File: src/rtl/sirq_pkg.sv
// Shared types for the serial interrupt host.
// Assumes: one sequencer state per bus phase; slot polarity depends only on slot index.
package sirq_pkg;

    typedef enum logic [2:0] {
        ST_IDLE,
        ST_START,
        ST_TURN,
        ST_FRAME,
        ST_STOP,
        ST_REC
    } sirq_state_e;

    // Slots at or above the legacy count carry active-low requests.
    function automatic logic slot_is_active_low(input int slot, input int num_legacy);
        return slot >= num_legacy;
    endfunction

endpackage

File: src/rtl/sirq_seq.sv
// Cycle sequencer: issues opening and Stop pulses, walks the three-clock
// frames, and raises a sample strobe with the slot index.
// Assumes: line_in is already synchronous to clk; the Stop width is taken
// from cfg_continuous as the Stop begins.
module sirq_seq
    import sirq_pkg::*;
#(
    parameter int NUM_FRAMES = 21,
    parameter int START_LEN  = 8,
    parameter int IDX_W      = 5,
    parameter int CNT_W      = 3
) (
    input  logic             clk,
    input  logic             rst_n,
    input  logic             cfg_continuous,
    input  logic             line_in,
    output logic             line_oe,
    output logic             smp_en,
    output logic [IDX_W-1:0] smp_idx
);

    sirq_state_e      state;
    logic [CNT_W-1:0] cnt;
    logic [IDX_W-1:0] idx;
    logic [1:0]       phase;
    logic             bus_cont;
    logic             stop_cont;

    // Advance the bus phase sequence one clock at a time.
    always_ff @(posedge clk) begin
        if (!rst_n) begin
            state     <= ST_IDLE;
            cnt       <= '0;
            idx       <= '0;
            phase     <= '0;
            bus_cont  <= 1'b1;
            stop_cont <= 1'b1;
        end else begin
            case (state)
                ST_IDLE: begin
                    if (bus_cont) begin
                        state <= ST_START;
                        cnt   <= CNT_W'(START_LEN - 1);
                    end else if (!line_in) begin
                        state <= ST_START;
                        cnt   <= CNT_W'(START_LEN - 2);
                    end
                end
                ST_START: begin
                    if (cnt == '0) begin
                        state <= ST_TURN;
                    end else begin
                        cnt <= cnt - 1'b1;
                    end
                end
                ST_TURN: begin
                    state <= ST_FRAME;
                    idx   <= '0;
                    phase <= '0;
                end
                ST_FRAME: begin
                    if (phase == 2'd2) begin
                        phase <= '0;
                        if (idx == IDX_W'(NUM_FRAMES - 1)) begin
                            state     <= ST_STOP;
                            cnt       <= cfg_continuous ? CNT_W'(2) : CNT_W'(1);
                            stop_cont <= cfg_continuous;
                        end else begin
                            idx <= idx + 1'b1;
                        end
                    end else begin
                        phase <= phase + 1'b1;
                    end
                end
                ST_STOP: begin
                    if (cnt == '0) begin
                        state    <= ST_REC;
                        bus_cont <= stop_cont;
                    end else begin
                        cnt <= cnt - 1'b1;
                    end
                end
                default: begin
                    state <= ST_IDLE;
                end
            endcase
        end
    end

    // Drive the wire low only during the host's own pulses.
    always_comb begin
        line_oe = (state == ST_START) || (state == ST_STOP);
        smp_en  = (state == ST_FRAME) && (phase == 2'd0);
        smp_idx = idx;
    end

endmodule

File: src/rtl/sirq_decode.sv
// Slot decoder: one request flop per slot, loaded from the wire when that
// slot's sample strobe fires, with per-slot polarity and ignore mask.
// Assumes: at most one strobe per clock; ignored slots stay at 0.
module sirq_decode
    import sirq_pkg::*;
#(
    parameter int                    NUM_FRAMES  = 21,
    parameter int                    NUM_LEGACY  = 16,
    parameter int                    IDX_W       = 5,
    parameter logic [NUM_FRAMES-1:0] IGNORE_MASK = '0
) (
    input  logic                  clk,
    input  logic                  rst_n,
    input  logic                  smp_en,
    input  logic [IDX_W-1:0]      smp_idx,
    input  logic                  line_in,
    output logic [NUM_FRAMES-1:0] irq_req
);

    for (genvar k = 0; k < NUM_FRAMES; k++) begin : g_slot
        if (IGNORE_MASK[k]) begin : g_ign
            assign irq_req[k] = 1'b0;
        end else begin : g_live
            localparam logic ACT_LOW = slot_is_active_low(k, NUM_LEGACY);
            // Capture this slot's level in its sample clock.
            always_ff @(posedge clk) begin
                if (!rst_n) begin
                    irq_req[k] <= 1'b0;
                end else if (smp_en && smp_idx == IDX_W'(k)) begin
                    irq_req[k] <= line_in ^ ACT_LOW;
                end
            end
        end
    end

endmodule

File: src/rtl/sirq_host.sv
// Serial interrupt host top: sequencer plus slot decoder.
// Assumes: open-drain pad outside; line_in is the resolved wire level.
module sirq_host #(
    parameter int                    NUM_FRAMES  = 21,
    parameter int                    NUM_LEGACY  = 16,
    parameter int                    START_LEN   = 8,
    parameter logic [NUM_FRAMES-1:0] IGNORE_MASK = 21'h002101
) (
    input  logic                  clk,
    input  logic                  rst_n,
    input  logic                  cfg_continuous,
    input  logic                  line_in,
    output logic                  line_oe,
    output logic [NUM_FRAMES-1:0] irq_req
);

    localparam int IDX_W = (NUM_FRAMES > 2) ? $clog2(NUM_FRAMES) : 1;
    localparam int CNT_W = (START_LEN > 4) ? $clog2(START_LEN) : 2;

    logic             smp_en;
    logic [IDX_W-1:0] smp_idx;

    sirq_seq #(
        .NUM_FRAMES (NUM_FRAMES),
        .START_LEN  (START_LEN),
        .IDX_W      (IDX_W),
        .CNT_W      (CNT_W)
    ) u_seq (
        .clk            (clk),
        .rst_n          (rst_n),
        .cfg_continuous (cfg_continuous),
        .line_in        (line_in),
        .line_oe        (line_oe),
        .smp_en         (smp_en),
        .smp_idx        (smp_idx)
    );

    sirq_decode #(
        .NUM_FRAMES  (NUM_FRAMES),
        .NUM_LEGACY  (NUM_LEGACY),
        .IDX_W       (IDX_W),
        .IGNORE_MASK (IGNORE_MASK)
    ) u_dec (
        .clk     (clk),
        .rst_n   (rst_n),
        .smp_en  (smp_en),
        .smp_idx (smp_idx),
        .line_in (line_in),
        .irq_req (irq_req)
    );

endmodule

File: config.mk
export PLATFORM = sky130hd
export DESIGN_NAME = sirq_host
export DESIGN_NICKNAME = d
export VERILOG_FILES = /design/src/rtl/sirq_pkg.sv /design/src/rtl/sirq_seq.sv /design/src/rtl/sirq_decode.sv /design/src/rtl/sirq_host.sv
export SDC_FILE = /design/constraint.sdc
export NUM_CORES = 1
export LEC_CHECK = 0
export ABC_AREA = 0
export BUFFER_PORTS_ARGS = -buffer_cell sky130_fd_sc_hd__buf_4
export CORE_AREA = 5 5 74 76
export CTS_CLUSTER_DIAMETER = 30
export DETAILED_ROUTE_END_ITERATION = 10
export DIE_AREA = 0 0 79 81
export PLACE_DENSITY_LB_ADDON = 0.25
export SKIP_CTS_REPAIR_TIMING = 1
export SLEW_MARGIN = 25
export SYNTH_ARGS = -nofsm -noshare
export SYNTH_HDL_FRONTEND = slang
export SYNTH_SLANG_ARGS = --single-unit
File: constraint.sdc
create_clock -name clk -period 2.2 [get_ports clk]
set_input_delay 0.44 -clock clk [delete_from_list [all_inputs] [get_ports clk]]
set_output_delay 0.44 -clock clk [all_outputs]
set_load 0.01 [all_outputs]
==> reports/results.tsv <==
stage	metric	value	unit
status	outcome	finished, final reports clean	
cts	clk_lat worst skew	280	ps
worst_setup_path	register-to-register setup slack	280	ps
logic_synthesis	xor and xnor area share after synthesis	0.884	%
hold_path	worst hold start	cfg_continuous	
global_routing	largest net degree at the start of global routing	20	
die	die area	6400	sq um
sta	Tmin final	1920	ps
cells_and_area	Nets	245	
cts	CTS clk-pin slew, worst paths	60	ps
worst_setup_path	CP startpoint kind	flip-flop	
cells_and_area	register area	661	sq um
route	final antenna-violating net count	0	
placement	DP HPWL	2.85	mm
logic_synthesis	Synth Instances	215	
logic_synthesis	Async S/R FF share, synth	0	%
cells_and_area	layout cells sized above 1	17.0	%
global_routing	initial antenna violation count	0	
worst_setup_path	reg2reg path depth	4	
cells_and_area	fin util	45.0	%
cells_and_area	most common library cell in the layout ignoring fill and taps	dfxtp_1	
worst_setup_path	critical-path cell with the highest stage delay	dfxtp_1	
logic_synthesis	Yosys Warn Count	0	
sta	Max-slew headroom	61.9	%
cts	clk sinks	33	
sta	Period Utilization, post-route	87.2	%
die	DIE WIDTH	79	microns
logic_synthesis	adder-cell share of the synthesized area	4.76	%
worst_setup_path	crit-path cells	and3b_1 -> nand3_1 -> a21o_1 -> a311o_1	
worst_setup_path	Critical R2R Launch	u_seq.state[1]$_SDFFE_PN0P_	
logic_synthesis	post-synthesis mux area share	10.9	%
die	Core Area	4660	sq um
logic_synthesis	Post-synth EDFFs	0	
hold_path	hold endpoint	u_seq.stop_cont$_SDFFE_PN1P_	
cells_and_area	multi-input logic area	1060	sq um
cells_and_area	antenna fix cells	0	
sta	RSZ-0062 raised after global routing	no	
sta	Hold Vio Cnt, Final	0	
worst_setup_path	max incr delay on CP	680	ps
die	IO Pins	26	
logic_synthesis	post-synthesis compound-gate area fraction	11.7	%
power_and_ir_drop	Leakage	0.922	nW
worst_setup_path	R2R Path End	u_seq.cnt[2]$_SDFFE_PN0P_	
placement	pre-CTS WS	310	ps
cts	CTS buffer count	5	
cts	Max Root-Sink Buffers	2	
logic_synthesis	Seq cells post-synth	33	
hold_path	Hold Path Cell Cnt	3	
worst_setup_path	CP Data Required Time	2370	ps
global_routing	gr ovfl total	0	
sta	Final setup viols	0	
cells_and_area	synth-to-layout area growth	14.1	%
logic_synthesis	Synth Area in Simple Gates	28.8	%
placement	placed cells	281	
worst_setup_path	delay-heaviest family, CP	flip-flops	
cts	H-tree depth	2	
logic_synthesis	Post-synth top flop	dfxtp_1	
global_routing	vias in the first global route	1468	
global_routing	first-pass GRT wire length	6.63	mm
die	die height	81	microns
run	maxcap violations	0	
hold_path	Hold Crit Class	in -> reg	
route	residual DRC count	0	
sta	final setup margin	281	ps
sta	WHS	412	ps
sta	worst-case clock skew	5.76	ps
worst_setup_path	CP Buf/Inv Count	0	
die	initial core utilization	39.5	%
cts	Clock Tree Root	clkbuf_8	
cells_and_area	Finished Layout Cells	289	
worst_setup_path	Worst EP arrival	2090	ps
power_and_ir_drop	Peak VDD IR	327	uV
route	DRT iter0 DRCs	56	
logic_synthesis	sequential-to-total area share from yosys stat	35.9	%
cts	CTS tree	done	
logic_synthesis	Post-Syn Area	1840	sq um
logic_synthesis	post-synth cell types	48	
route	First-pass DRT Iterations	4	
worst_setup_path	Setup CP Type	reg -> reg	
worst_setup_path	critical path endpoint category	flip-flop	
logic_synthesis	Avg Synthesized Cell Area	8.55	sq um
cells_and_area	most frequent cells in the layout	33 x dfxtp_1, 25 x buf_4, 24 x nand2_1	
route	wire per inst	13.5	microns
logic_synthesis	dominant combinational cell family by area after synthesis	simple AND/OR/NAND/NOR gates	
die	# rows	25	
placement	port bufs	22	
sta	Worst Max-Slew Pin Slew	570	ps
worst_setup_path	largest fanout on the critical path	16	
route	final WL	3.91	mm
cells_and_area	Fillers	482	
sta	Max Slew Vio Count	0	
route	DR vias	1524	
placement	routability cong.	0.839	
sta	Setup TNS Final	0	ps
global_routing	GRT Total Usage	13.0	%
route	via/cell ratio	5.27	
sta	Max Clk Rate	521	MHz
power_and_ir_drop	Power Density	804	nW/um^2
[registers in the layout (all words and copies together), names as in the netlist]
| name | cells |
|---|---|
| u_dec.irq_req | 18 |
| u_seq.bus_cont | 1 |
| u_seq.cnt | 3 |
| u_seq.phase | 2 |
| u_seq.smp_idx | 5 |
| u_seq.state | 3 |
| u_seq.stop_cont | 1 |
[how the worst max path moves through the flow]
| stage | startpoint | slack, ps | to | cells after the start |
|---|---|---|---|---|
| 2_1_floorplan | u_seq.smp_idx[0]$_SDFFE_PN0P_ | 550 | u_seq.cnt[2]$_SDFFE_PN0P_ | 6 |
| 3_3_place_gp | u_seq.state[1]$_SDFFE_PN0P_ | 340 | u_seq.cnt[2]$_SDFFE_PN0P_ | 4 |
| 3_5_place_dp | u_seq.state[1]$_SDFFE_PN0P_ | 310 | u_seq.cnt[2]$_SDFFE_PN0P_ | 4 |
| 4_1_cts | u_seq.state[1]$_SDFFE_PN0P_ | 280 | u_seq.cnt[2]$_SDFFE_PN0P_ | 4 |
| 5_1_grt | u_seq.state[1]$_SDFFE_PN0P_ | 180 | u_seq.cnt[2]$_SDFFE_PN0P_ | 4 |
| 6_report | u_seq.state[1]$_SDFFE_PN0P_ | 280 | u_seq.cnt[2]$_SDFFE_PN0P_ | 4 |
[power breakdown]
| group | switching [mW] | total [mW] | internal (mW) |
|---|---|---|---|
| Clock | 0.216 | 0.435 | 0.219 |
| Sequential | 0.105 | 0.754 | 0.649 |
| Combinational | 0.261 | 0.498 | 0.237 |
| Total | 0.583 | 1.69 | 1.10 |
[cell type report]
cell class / instances / share of cell area (%)
Clock buffer: 6 / 3.46
Multi-Input combinational cell: 158 / 50.5
Sequential cell: 33 / 31.5
Tap cell: 54 / 3.22
Inverter: 11 / 1.97
Timing Repair Buffer: 25 / 8.94
Clock inverter: 2 / 0.477
[layer usage]
layer  track usage (%)  vias to the layer above  share of wire (%)
li1                  -                      789                  -
met1              16.8                      705                 48
met2              21.8                       25                 47
met3              3.22                        5                4.5
met4              3.61                        0               0.74
met5                 0                        -                  0
[worst register-to-register path, delay by kind of cell (launching register included)]
family	cells	cell delay, ps
flops	1	680
compound gates	2	580
simple gates	2	540
[synth_stat cells, types with 2 or more instances]
library cell	count	area, sq um
buf_6	2	22.5
nor4_1	3	18.8
buf_4	3	22.5
nand3b_1	3	22.5
o31ai_1	2	15.0
buf_2	2	10.0
a21oi_1	12	60.1
clkbuf_1	7	26.3
and3_1	2	12.5
a221o_1	2	20.0
nand2_1	24	90.1
or3b_1	2	17.5
dfxtp_1	33	661
nand2b_1	7	43.8
mux2i_1	20	200
nand4_1	2	12.5
nor3_1	8	40.0
nand3_1	8	40.0
o21ai_0	7	35.0
ha_1	7	87.6
inv_1	11	41.3
nor2_1	15	56.3
or2_2	2	12.5
nor2b_1	4	25.0
or3_1	3	18.8
a311o_1	2	20.0
[logic make-up after synthesis]
| group | after synthesis |
|---|---|
| xor gates and xnor gates | 1 |
| muxes | 20 |
| adders and majority gates | 7 |
| other | 1 |
| DFF | 33 |
| and+or+nand+nor | 94 |
| buffers and inverters | 26 |
| AOI/OAI and AO/OA | 33 |
[through the flow]
| stage | power (mW) | instance area, sq um |
|---|---|---|
| finish | 1.69 | 2100 |
| global route | 1.81 | 2100 |
| CTS | 1.71 | 2100 |
| detailed placement | 1.27 | 2020 |
| global placement | 1.26 | 2020 |
| floorplan | 1.18 | 1850 |
Note: power is estimated with default switching activity, not from simulation.
